[src/rtl/uart_rdy_pkg.sv]
package uart_rdy_pkg;

  typedef enum logic [1:0] {
    PIN_SINGLE = 2'd0,
    PIN_CHAR   = 2'd1,
    PIN_BLOCK  = 2'd2
  } pin_mode_e;

  function automatic pin_mode_e pin_mode(input logic en, input logic blk);
    if (!en)     return PIN_SINGLE;
    else if (blk) return PIN_BLOCK;
    else          return PIN_CHAR;
  endfunction

endpackage

[src/rtl/urf_fifo.sv]
module urf_fifo #(
  parameter int DEPTH = 128,
  parameter int DW    = 8,
  localparam int AW   = (DEPTH > 1) ? $clog2(DEPTH) : 1,
  localparam int LW   = AW + 1
) (
  input  logic          clk,
  input  logic          rst_n,
  input  logic          flush,
  input  logic          cap_one,
  input  logic          push,
  input  logic [DW-1:0] wdata,
  input  logic          pop,
  output logic [DW-1:0] rdata,
  output logic [LW-1:0] level,
  output logic          empty,
  output logic          full,
  output logic          ovr
);

  logic [DW-1:0] mem [DEPTH];
  logic [AW-1:0] wr_ptr_q, wr_ptr_d, wr_inc;
  logic [AW-1:0] rd_ptr_q, rd_ptr_d, rd_inc;
  logic [LW-1:0] level_q, level_d;
  logic          ovr_q, ovr_d;
  logic          do_push, do_pop;

  generate
    if ((DEPTH & (DEPTH - 1)) == 0) begin : g_pow2
      assign wr_inc = wr_ptr_q + 1'b1;
      assign rd_inc = rd_ptr_q + 1'b1;
    end else begin : g_wrap
      assign wr_inc = (wr_ptr_q == AW'(DEPTH - 1)) ? '0 : wr_ptr_q + 1'b1;
      assign rd_inc = (rd_ptr_q == AW'(DEPTH - 1)) ? '0 : rd_ptr_q + 1'b1;
    end
  endgenerate

  assign empty   = (level_q == '0);
  assign full    = cap_one ? !empty : (level_q == LW'(DEPTH));
  assign do_push = push && !full && !flush;
  assign do_pop  = pop && !empty && !flush;

  always_comb begin
    wr_ptr_d = wr_ptr_q;
    rd_ptr_d = rd_ptr_q;
    level_d  = level_q;
    ovr_d    = push && full && !flush;
    if (flush) begin
      wr_ptr_d = '0;
      rd_ptr_d = '0;
      level_d  = '0;
    end else begin
      if (do_push) wr_ptr_d = wr_inc;
      if (do_pop)  rd_ptr_d = rd_inc;
      level_d = level_q + LW'(do_push) - LW'(do_pop);
    end
  end

  always_ff @(posedge clk or negedge rst_n) begin
    if (!rst_n) begin
      wr_ptr_q <= '0;
      rd_ptr_q <= '0;
      level_q  <= '0;
      ovr_q    <= 1'b0;
    end else begin
      wr_ptr_q <= wr_ptr_d;
      rd_ptr_q <= rd_ptr_d;
      level_q  <= level_d;
      ovr_q    <= ovr_d;
    end
  end

  always_ff @(posedge clk) begin
    if (do_push) mem[wr_ptr_q] <= wdata;
  end

  assign rdata = mem[rd_ptr_q];
  assign level = level_q;
  assign ovr   = ovr_q;

  AST_LEVEL_BOUND: assert property (@(posedge clk) disable iff (!rst_n)
    level <= LW'(DEPTH));
  AST_SINGLE_CAP: assert property (@(posedge clk) disable iff (!rst_n)
    cap_one |=> (!cap_one || level <= LW'(1)));
  AST_FLUSH_EMPTY: assert property (@(posedge clk) disable iff (!rst_n)
    flush |=> empty);
  AST_OVR_DROP: assert property (@(posedge clk) disable iff (!rst_n)
    (push && full && !pop && !flush) |=> (ovr && level == $past(level)));
  AST_POP_EMPTY: assert property (@(posedge clk) disable iff (!rst_n)
    (pop && empty && !push) |=> empty);

endmodule

[src/rtl/urf_pin_ctl.sv]
module urf_pin_ctl
  import uart_rdy_pkg::*;
#(
  parameter int LW = 8,
  parameter int TW = 7
) (
  input  logic          clk,
  input  logic          rst_n,
  input  logic          fifo_en,
  input  logic          blk_mode,
  input  logic [TW-1:0] rx_trig,
  input  logic          rx_tmo,
  input  logic [LW-1:0] rx_level,
  input  logic          rx_empty,
  input  logic          tx_empty,
  input  logic          tx_full,
  output logic          rxrdy_n,
  output logic          txrdy_n
);

  pin_mode_e     mode;
  logic [TW-1:0] trig_eff;
  logic          at_trig;
  logic          blk_rx_go;
  logic          hold_q, hold_d;

  assign mode      = pin_mode(fifo_en, blk_mode);
  assign trig_eff  = (rx_trig == '0) ? TW'(1) : rx_trig;
  assign at_trig   = (rx_level >= LW'(trig_eff));
  assign blk_rx_go = !rx_empty && (hold_q || at_trig || rx_tmo);

  always_comb begin
    hold_d = (mode == PIN_BLOCK) && blk_rx_go;
  end

  always_ff @(posedge clk or negedge rst_n) begin
    if (!rst_n) hold_q <= 1'b0;
    else        hold_q <= hold_d;
  end

  always_comb begin
    unique case (mode)
      PIN_BLOCK: begin
        rxrdy_n = !blk_rx_go;
        txrdy_n = tx_full;
      end
      default: begin
        rxrdy_n = rx_empty;
        txrdy_n = !tx_empty;
      end
    endcase
  end

  AST_RX_EMPTY_HIGH: assert property (@(posedge clk) disable iff (!rst_n)
    rx_empty |-> rxrdy_n);
  AST_BLK_HOLD: assert property (@(posedge clk) disable iff (!rst_n)
    (mode == PIN_BLOCK && !rxrdy_n) |=> (mode != PIN_BLOCK || rx_empty || !rxrdy_n));
  AST_TMO_ASSERT: assert property (@(posedge clk) disable iff (!rst_n)
    (mode == PIN_BLOCK && rx_tmo && !rx_empty) |-> !rxrdy_n);
  AST_BLK_TX_ROOM: assert property (@(posedge clk) disable iff (!rst_n)
    (mode == PIN_BLOCK && !tx_full) |-> !txrdy_n);
  AST_CHAR_TX_EMPTY: assert property (@(posedge clk) disable iff (!rst_n)
    (mode != PIN_BLOCK && tx_empty) |-> !txrdy_n);

endmodule

[src/rtl/uart_rdy_fifo.sv]
module uart_rdy_fifo #(
  parameter int DEPTH = 128,
  localparam int AW   = (DEPTH > 1) ? $clog2(DEPTH) : 1,
  localparam int LW   = AW + 1,
  localparam int TW   = AW
) (
  input  logic          clk,
  input  logic          rst_n,
  input  logic          fifo_en,
  input  logic          blk_mode,
  input  logic [TW-1:0] rx_trig,
  input  logic          rx_tmo,
  input  logic          host_wr,
  input  logic [7:0]    host_wdata,
  input  logic          host_rd,
  output logic [7:0]    host_rdata,
  input  logic          rx_push,
  input  logic [7:0]    rx_pdata,
  input  logic          tx_pop,
  output logic [7:0]    tx_pdata,
  output logic          rxrdy_n,
  output logic          txrdy_n,
  output logic [LW-1:0] rx_level,
  output logic [LW-1:0] tx_level,
  output logic          rx_empty,
  output logic          rx_full,
  output logic          tx_empty,
  output logic          tx_full,
  output logic          rx_ovr,
  output logic          tx_ovr
);

  logic en_q;
  logic flush;

  always_ff @(posedge clk or negedge rst_n) begin
    if (!rst_n) en_q <= 1'b0;
    else        en_q <= fifo_en;
  end

  assign flush = fifo_en ^ en_q;

  urf_fifo #(.DEPTH(DEPTH), .DW(8)) u_rxq (
    .clk    (clk),
    .rst_n  (rst_n),
    .flush  (flush),
    .cap_one(!fifo_en),
    .push   (rx_push),
    .wdata  (rx_pdata),
    .pop    (host_rd),
    .rdata  (host_rdata),
    .level  (rx_level),
    .empty  (rx_empty),
    .full   (rx_full),
    .ovr    (rx_ovr)
  );

  urf_fifo #(.DEPTH(DEPTH), .DW(8)) u_txq (
    .clk    (clk),
    .rst_n  (rst_n),
    .flush  (flush),
    .cap_one(!fifo_en),
    .push   (host_wr),
    .wdata  (host_wdata),
    .pop    (tx_pop),
    .rdata  (tx_pdata),
    .level  (tx_level),
    .empty  (tx_empty),
    .full   (tx_full),
    .ovr    (tx_ovr)
  );

  urf_pin_ctl #(.LW(LW), .TW(TW)) u_pins (
    .clk     (clk),
    .rst_n   (rst_n),
    .fifo_en (fifo_en),
    .blk_mode(blk_mode),
    .rx_trig (rx_trig),
    .rx_tmo  (rx_tmo),
    .rx_level(rx_level),
    .rx_empty(rx_empty),
    .tx_empty(tx_empty),
    .tx_full (tx_full),
    .rxrdy_n (rxrdy_n),
    .txrdy_n (txrdy_n)
  );

  AST_BLK_IGNORED_OFF: assert property (@(posedge clk) disable iff (!rst_n)
    (!fifo_en) |-> (rxrdy_n == rx_empty && txrdy_n == !tx_empty));

endmodule

[config.mk]
export PLATFORM = sky130hd
export DESIGN_NAME = uart_rdy_fifo
export DESIGN_NICKNAME = d
export VERILOG_FILES = /design/src/rtl/uart_rdy_pkg.sv /design/src/rtl/urf_fifo.sv /design/src/rtl/urf_pin_ctl.sv /design/src/rtl/uart_rdy_fifo.sv
export SDC_FILE = /design/constraint.sdc
export NUM_CORES = 2
export LEC_CHECK = 0
export ABC_AREA = 1
export BUFFER_PORTS_ARGS = -buffer_cell sky130_fd_sc_hd__buf_2
export CAP_MARGIN = 40
export CORE_AREA = 2 2 604 606
export DETAILED_ROUTE_END_ITERATION = 10
export DIE_AREA = 0 0 606 608
export HOLD_SLACK_MARGIN = 0.05
export PLACE_DENSITY = 0.48
export SYNTH_ARGS = -nofsm -noshare
export SYNTH_HDL_FRONTEND = slang
export SYNTH_SLANG_ARGS = --single-unit
export TNS_END_PERCENT = 50
[constraint.sdc]
create_clock -name clk -period 3.6 [get_ports clk]
set_clock_uncertainty 0.1 [all_clocks]
set_input_delay 0.54 -clock clk [delete_from_list [all_inputs] [get_ports clk]]
set_output_delay 0.54 -clock clk [all_outputs]
set_load 0.005 [all_outputs]
==> Yosys cells after proc, flatten, opt, wreduce, memory -nomap -nowiden <==
Memory sizes are Yosys's and may differ from the RTL's.
Cells that the tools add are included.
{ "word_totals": {"register_bits": 48, "latchBits": 0, "ram_bits": 2048, "rom_bits": 0, "out_inout_bits": 40, "wordCells": 75, "memories": 2} }
{ "classes": {"addsub": 8, "mul": 0, "div": 0, "magnitude_cmp": 1, "eq_ne": 3, "shift": 0, "muxes": 21, "bitwise": 1, "n_reduce_logical": 29} }
{ "mem_list": {"columns": ["memory", "words", "width", "rd", "rd_ports_with_merged_regs", "wr", "line_no", "source"], "rows": [
  ["u_rxq.mem", 128, 8, 1, 0, 1, "urf_fifo.sv:21", "logic [DW-1:0] mem [DEPTH];"],
  ["u_txq.mem", 128, 8, 1, 0, 1, "urf_fifo.sv:21", null]
]} }
{ "ops": {"columns": ["operator", "n"], "rows": [
  ["7-bit two-way mux", 9],
  ["7-bit by 1-bit adder with 7-bit output (second input constant)", 4],
  ["8-bit by 1-bit adder with 8-bit output", 2],
  ["8-bit == test (second input constant)", 2],
  ["8-bit logical NOT", 2],
  ["8-bit two-way mux", 2],
  ["8-bit by 1-bit subtractor with 8-bit output", 2],
  ["1-bit logical AND", 14],
  ["8-bit by 7-bit greater-or-equal comparator with 1-bit output", 1],
  ["1-bit two-way mux", 8],
  ["2-bit nonzero test", 4],
  ["7-bit logical NOT", 1],
  ["1-bit logical NOT", 6],
  ["2-bit two-way mux", 2],
  ["2-bit == test (second input constant)", 1],
  ["1-bit logical OR", 2],
  ["1-bit bitwise XOR", 1]
]} }

==> Depth between registers and ports, before layout <==
{ "depth": {"word_depth": 9, "depth_mapped": 22} }

==> Modules after synthesis <==
Synthesis repeated with hierarchy kept, for this count alone.
{ "unflattened": {"hier_cells": 8651, "area_unflattened_um2": 90026.3} }
{ "modules_own_cells": {"columns": ["mod", "n_inst", "cells_each", "area_each_um2", "seq_area_each_um2"], "rows": [
  ["urf_fifo (u_txq)", 1, 4298, 44869.3, 31325.0],
  ["urf_fifo (u_rxq)", 1, 4296, 44815.5, 31325.0],
  ["urf_pin_ctl", 1, 51, 295.3, 25.0],
  ["uart_rdy_fifo", 1, 6, 46.3, 25.0]
]} }

==> Worst setup path after synthesis <==
OpenSTA, ideal clock, no wires.
{ "synth_timing": {"path_type": "in2reg", "startpoint": "input port fifo_en", "endpoint": "register u_rxq.level_q[6], in the netlist u_rxq.level[6]", "setup_time_ps": 132, "arrival_time_ps": 2710, "required_ps": 3368, "slack_ps": 658, "cell_stages": 16, "n_path_buf": 0, "path_cell_list": "xnor2_2 > inv_1 > nor2_1 > ha_1 > inv_1 > ha_1 > fa_1 > nand2_1 > inv_1 > o21ai_0 > nand2_1 > nand2_1 > nand2_1 > a21oi_1 > xor2_1 > nor2_1"} }
{ "synth_via": {"elab_chain_len": 7, "elab_cells_between_ends": 10, "classes_between": "2 x add/sub; 2 x mux; 1 x bitwise; 5 x reduce/logical"} }
{ "synth_lines": {"columns": ["element", "line_no", "source"], "rows": [
  ["start: declaration", "uart_rdy_fifo.sv:9", "input logic fifo_en,"],
  ["1-bit two-way mux", "urf_fifo.sv:39", "assign full = cap_one ? !empty : (level_q == LW'(DEPTH));"],
  ["1-bit logical NOT", "urf_fifo.sv:40", "assign do_push = push && !full && !flush;"],
  ["1-bit logical AND (2 in series)", "urf_fifo.sv:40", null],
  ["8-bit by 1-bit adder with 8-bit output", "urf_fifo.sv:55", "level_d = level_q + LW'(do_push) - LW'(do_pop);"],
  ["8-bit by 1-bit subtractor with 8-bit output", "urf_fifo.sv:55", null],
  ["8-bit two-way mux *", "urf_fifo.sv:48", "if (flush) begin"],
  ["via u_rxq.level_d[6]", "urf_fifo.sv:24", "logic [LW-1:0] level_q, level_d;"],
  ["end signal: assignment", "urf_fifo.sv:68", "level_q <= level_d;"],
  ["end: declaration", "urf_fifo.sv:24", null]
]} }
Mark *: on every way through the listed nets, which the timed path passes. The rest lies on a longest branch.
A chain may end at the register's enable or synchronous reset.

==> Worst setup path after layout <==
{ "layout_timing": {"startpoint": "register u_txq.rd_ptr_q[0]", "endpoint": "output port tx_pdata[5]"} }
{ "layout_via": {"elab_chain_len": 1} }
{ "layout_lines": {"columns": ["element", "line_no", "source"], "rows": [
  ["start: declaration", "urf_fifo.sv:23", "logic [AW-1:0] rd_ptr_q, rd_ptr_d, rd_inc;"],
  ["start signal: assignment", "urf_fifo.sv:67", "rd_ptr_q <= rd_ptr_d;"],
  ["memory read 128 x 8 bit", null, null],
  ["end: declaration", "uart_rdy_fifo.sv:20", "output logic [7:0] tx_pdata,"]
]} }
No other way between the ends.

==> flow_metrics.tcl <==
set metrics [dict create \
    r2r-end "u_txq.mem[13][2]" \
    grt_start_max_net_pins 81 \
    synth_top_area_cell "edfxtp_1" \
    use_met1 0.207 \
    final-max-slew-violation-count 0 \
    grt_pass1_wl_um 416000 \
    reg2reg_setup_slack_ns 0.29 \
    vias 62900 \
    min_path_cells 1 \
    firstDrtPassIters 8 \
    cts_max_path_buffers 4 \
    ys.warnings.count 0 \
    start_util 0.249 \
    num_rows 221 \
    cp-start-kind "flop" \
    required_ns 2.96 \
    fin_util 0.302 \
    setup_violations 16 \
    synthArstFlopShare 0.0229 \
    synth_edf_count 2048 \
    synth-seq-cells 2096 \
    slew_headroom 0.402 \
    p_leak_uw 0.0425 \
    powerDensity_nw_per_um2 596 \
    cts_tree "yes" \
    synth_flop_cell "edfxtp_1" \
    gr-total-overflow 0 \
    top_usage_layer "met2" \
    fillerInstances 37200 \
    cts_root_buffer "clkbuf_16" \
    syn_inst 8648 \
    period_needed_ns 3.89 \
    io_buffers 71 \
    slowest_delay_ns 0.44 \
    hold_violations 0 \
    layout.area.seq_um2 62700 \
    endpoint_kind "output port" \
    num_io_pins 72 \
    hold_end "u_txq.mem[63][3]" \
    area_growth_pct 21.2 \
    core_um2 362000 \
    grt_use_total 0.149 \
    postRouteAntennaNets 0 \
    htreeDepth 4 \
    synth_commonest_cells "2599 x nand2_1, 2048 x edfxtp_1, 1207 x nor2_1, 866 x nand3_1, 839 x inv_1" \
    critPathMostFrequentCell "nand3_1" \
    status "complete, but fails checks" \
    rr_worst_depth 15 \
    crit_chain "buf_12, clkinv_16, bufbuf_16, o21ai_0, nand3_1, nand3_1, nand2_2, nand2_1, nand3_1, nor2_4, nor2_4, buf_2" \
    synthTopCellsByArea "edfxtp_1 68%, nand2_1 11%, nor2_1 5.0%" \
    worst_slew_pin_slew_ns 0.898 \
    cp_max_fo 18 \
    synth_area_per_cell_um2 10.4 \
    cts.clk_slew.worst_paths_ns 0.06 \
    syn_area_um2 90200 \
    routed_wirelength_um 286000 \
    nets 9147 \
    rsz0062_at_grt "yes" \
    drt_iter0_markers 5971 \
    antenna_found_initial 8 \
    violations "setup timing" \
    grt_util_met3 0.0195 \
    multi_input_area_um2 22800 \
    syn-num-nets 8717 \
    slowest_stage "dfrtp_4" \
    max_cap_violations 0 \
    ir_drop_v 0.000395 \
    cts_buffers 227 \
    yosys.cell_count.top_type "nand2_1" \
    avgRoutedWirePerCell_um 20.3 \
    clk-insertion-delay-late_ns 0.89 \
    cts.sinks 2096 \
    arrival_ns 3.25 \
    drive_gt1_frac 0.127 \
    worstSetupPathType "flop to output port" \
    die_x_um 606 \
    viasPerCell 4.48 \
    drc 0 \
    netlist.area_leader.share 0.682 \
    gp_congestion 0.841 \
    hold_start "host_wdata[3]" \
    seq_area_frac_synth 0.695 \
    yosysUniqueCellTypes 39 \
    hp-class "input pin to flop" \
    dieArea_um2 368000 \
    fmax_mhz 257 \
    r2r_start "u_txq.level[4]" \
    detailed_place.area_um2 98800 \
    use_met2 0.246 \
    hpwlAfterDp_um 164000 \
    die_h_um 608 \
    finalCritPeriodShare 1.08 \
    final_area_um2 109000 \
    layout_setup_ws_ns -0.285 \
    grt_pass1_vias 62000 \
]
-- metrics by stage --
step / hold slack [ns] / instances / TNS (ns) / setup slack (ns) / power (µW)
2_1_floorplan: 0.144 / 8648 / 0 / 0.658 / 35200
3_3_place_gp: 0.428 / 13500 / 0 / 0.0508 / 40000
3_5_place_dp: 0.429 / 13500 / 0 / 0.0556 / 40000
4_1_cts: 0.0621 / 14000 / -4.29 / -0.300 / 65200
5_1_grt: 0.0847 / 14100 / -5.58 / -0.395 / 67900
6_report: 0.118 / 14100 / -3.23 / -0.285 / 65200
-- worst max-delay path: cells and delay by family, from the launching register on --
family / cells / cell delay (ns)
AOI/OAI and AO/OA: 1 / 0.24
buffers and inverters: 4 / 0.84
DFF: 1 / 0.44
and+or+nand+nor: 7 / 0.80
-- cell families after synthesis --
group	share of synthesized area
DFF	0.695
xor gates and xnor gates	0.000958
buffers and inverters	0.0602
AOI/OAI and AO/OA	0.0271
and+or+nand+nor	0.211
adders and majority gates	0.00530
-- cell usage in the layout, fill, tap and decap left out, types with 50 or more instances in the layout --
cell / Yosys / layout
clkbuf_16: 0 / 243
buf_12: 0 / 51
o21ai_0: 380 / 366
buf_16: 0 / 57
nand2_1: 2599 / 2560
a21oi_1: 55 / 51
clkinv_1: 6 / 50
clkbuf_1: 122 / 50
buf_2: 192 / 52
buf_4: 49 / 403
inv_1: 839 / 827
nor2_1: 1207 / 1104
nor2_2: 5 / 67
edfxtp_1: 2048 / 2048
nand3_1: 866 / 834
-- repair_timing --
action | CTS | global route
setup buffers | 28 | 9
resized for setup | 273 | 93
hold endpoints to repair | 152 | 0
hold buffers | 11 | 0
pin swaps | 33 | 20
gates cloned | 50 | 13
setup endpoints to repair | 17 | 17
-- final cells by class --
cell class / instances / area share
antenna: 2 / 0.0000458
clock buffer: 287 / 0.0554
clock inverter: 124 / 0.0101
inverter: 855 / 0.0301
multi-input combinational: 5257 / 0.209
sequential: 2096 / 0.574
tap: 4794 / 0.0549
timing repair buffer: 631 / 0.0656
timing repair inverter: 10 / 0.00121
-- how the worst max path moves through the flow --
stage / cells past startpoint / slack, ns / endpoint / startpoint
floorplan: 16 / 0.66 / u_rxq.level[6] / fifo_en
global placement: 10 / 0.05 / tx_pdata[5] / u_txq.rd_ptr_q[4]
detailed placement: 10 / 0.06 / tx_pdata[5] / u_txq.rd_ptr_q[4]
CTS: 12 / -0.30 / tx_pdata[4] / u_txq.rd_ptr_q[0]
global route: 15 / -0.40 / tx_pdata[6] / u_txq.rd_ptr_q[0]
finish: 12 / -0.29 / tx_pdata[5] / u_txq.rd_ptr_q[0]
-- registers in the layout, indices dropped and copies added (netlist names) --
| signal | flops |
|---|---|
| u_txq.level | 8 |
| u_rxq.level | 8 |
| u_txq.wr_ptr_q | 7 |
| u_rxq.ovr | 1 |
| u_txq.ovr | 1 |
| u_pins.hold_q | 1 |
| u_txq.rd_ptr_q | 7 |
| u_rxq.rd_ptr_q | 7 |
| u_rxq.mem | 1024 |
| en_q | 1 |
| u_rxq.wr_ptr_q | 7 |
| u_txq.mem | 1024 |
-- power breakdown --
group	leakage [µW]	total, µW	switching, µW	internal [µW]
clock network	0.00351	22900	9690	13200
registers	0.0190	27000	133	26900
logic	0.0199	15200	9910	5290
-- routing by layer --
metal  wire length, µm  vias up
li1                  -    29400
met1            128000    31200
met2            134000     1946
met3             16300      367
met4              6770        0
met5                 0        -
(Power assumes the default switching activity.)
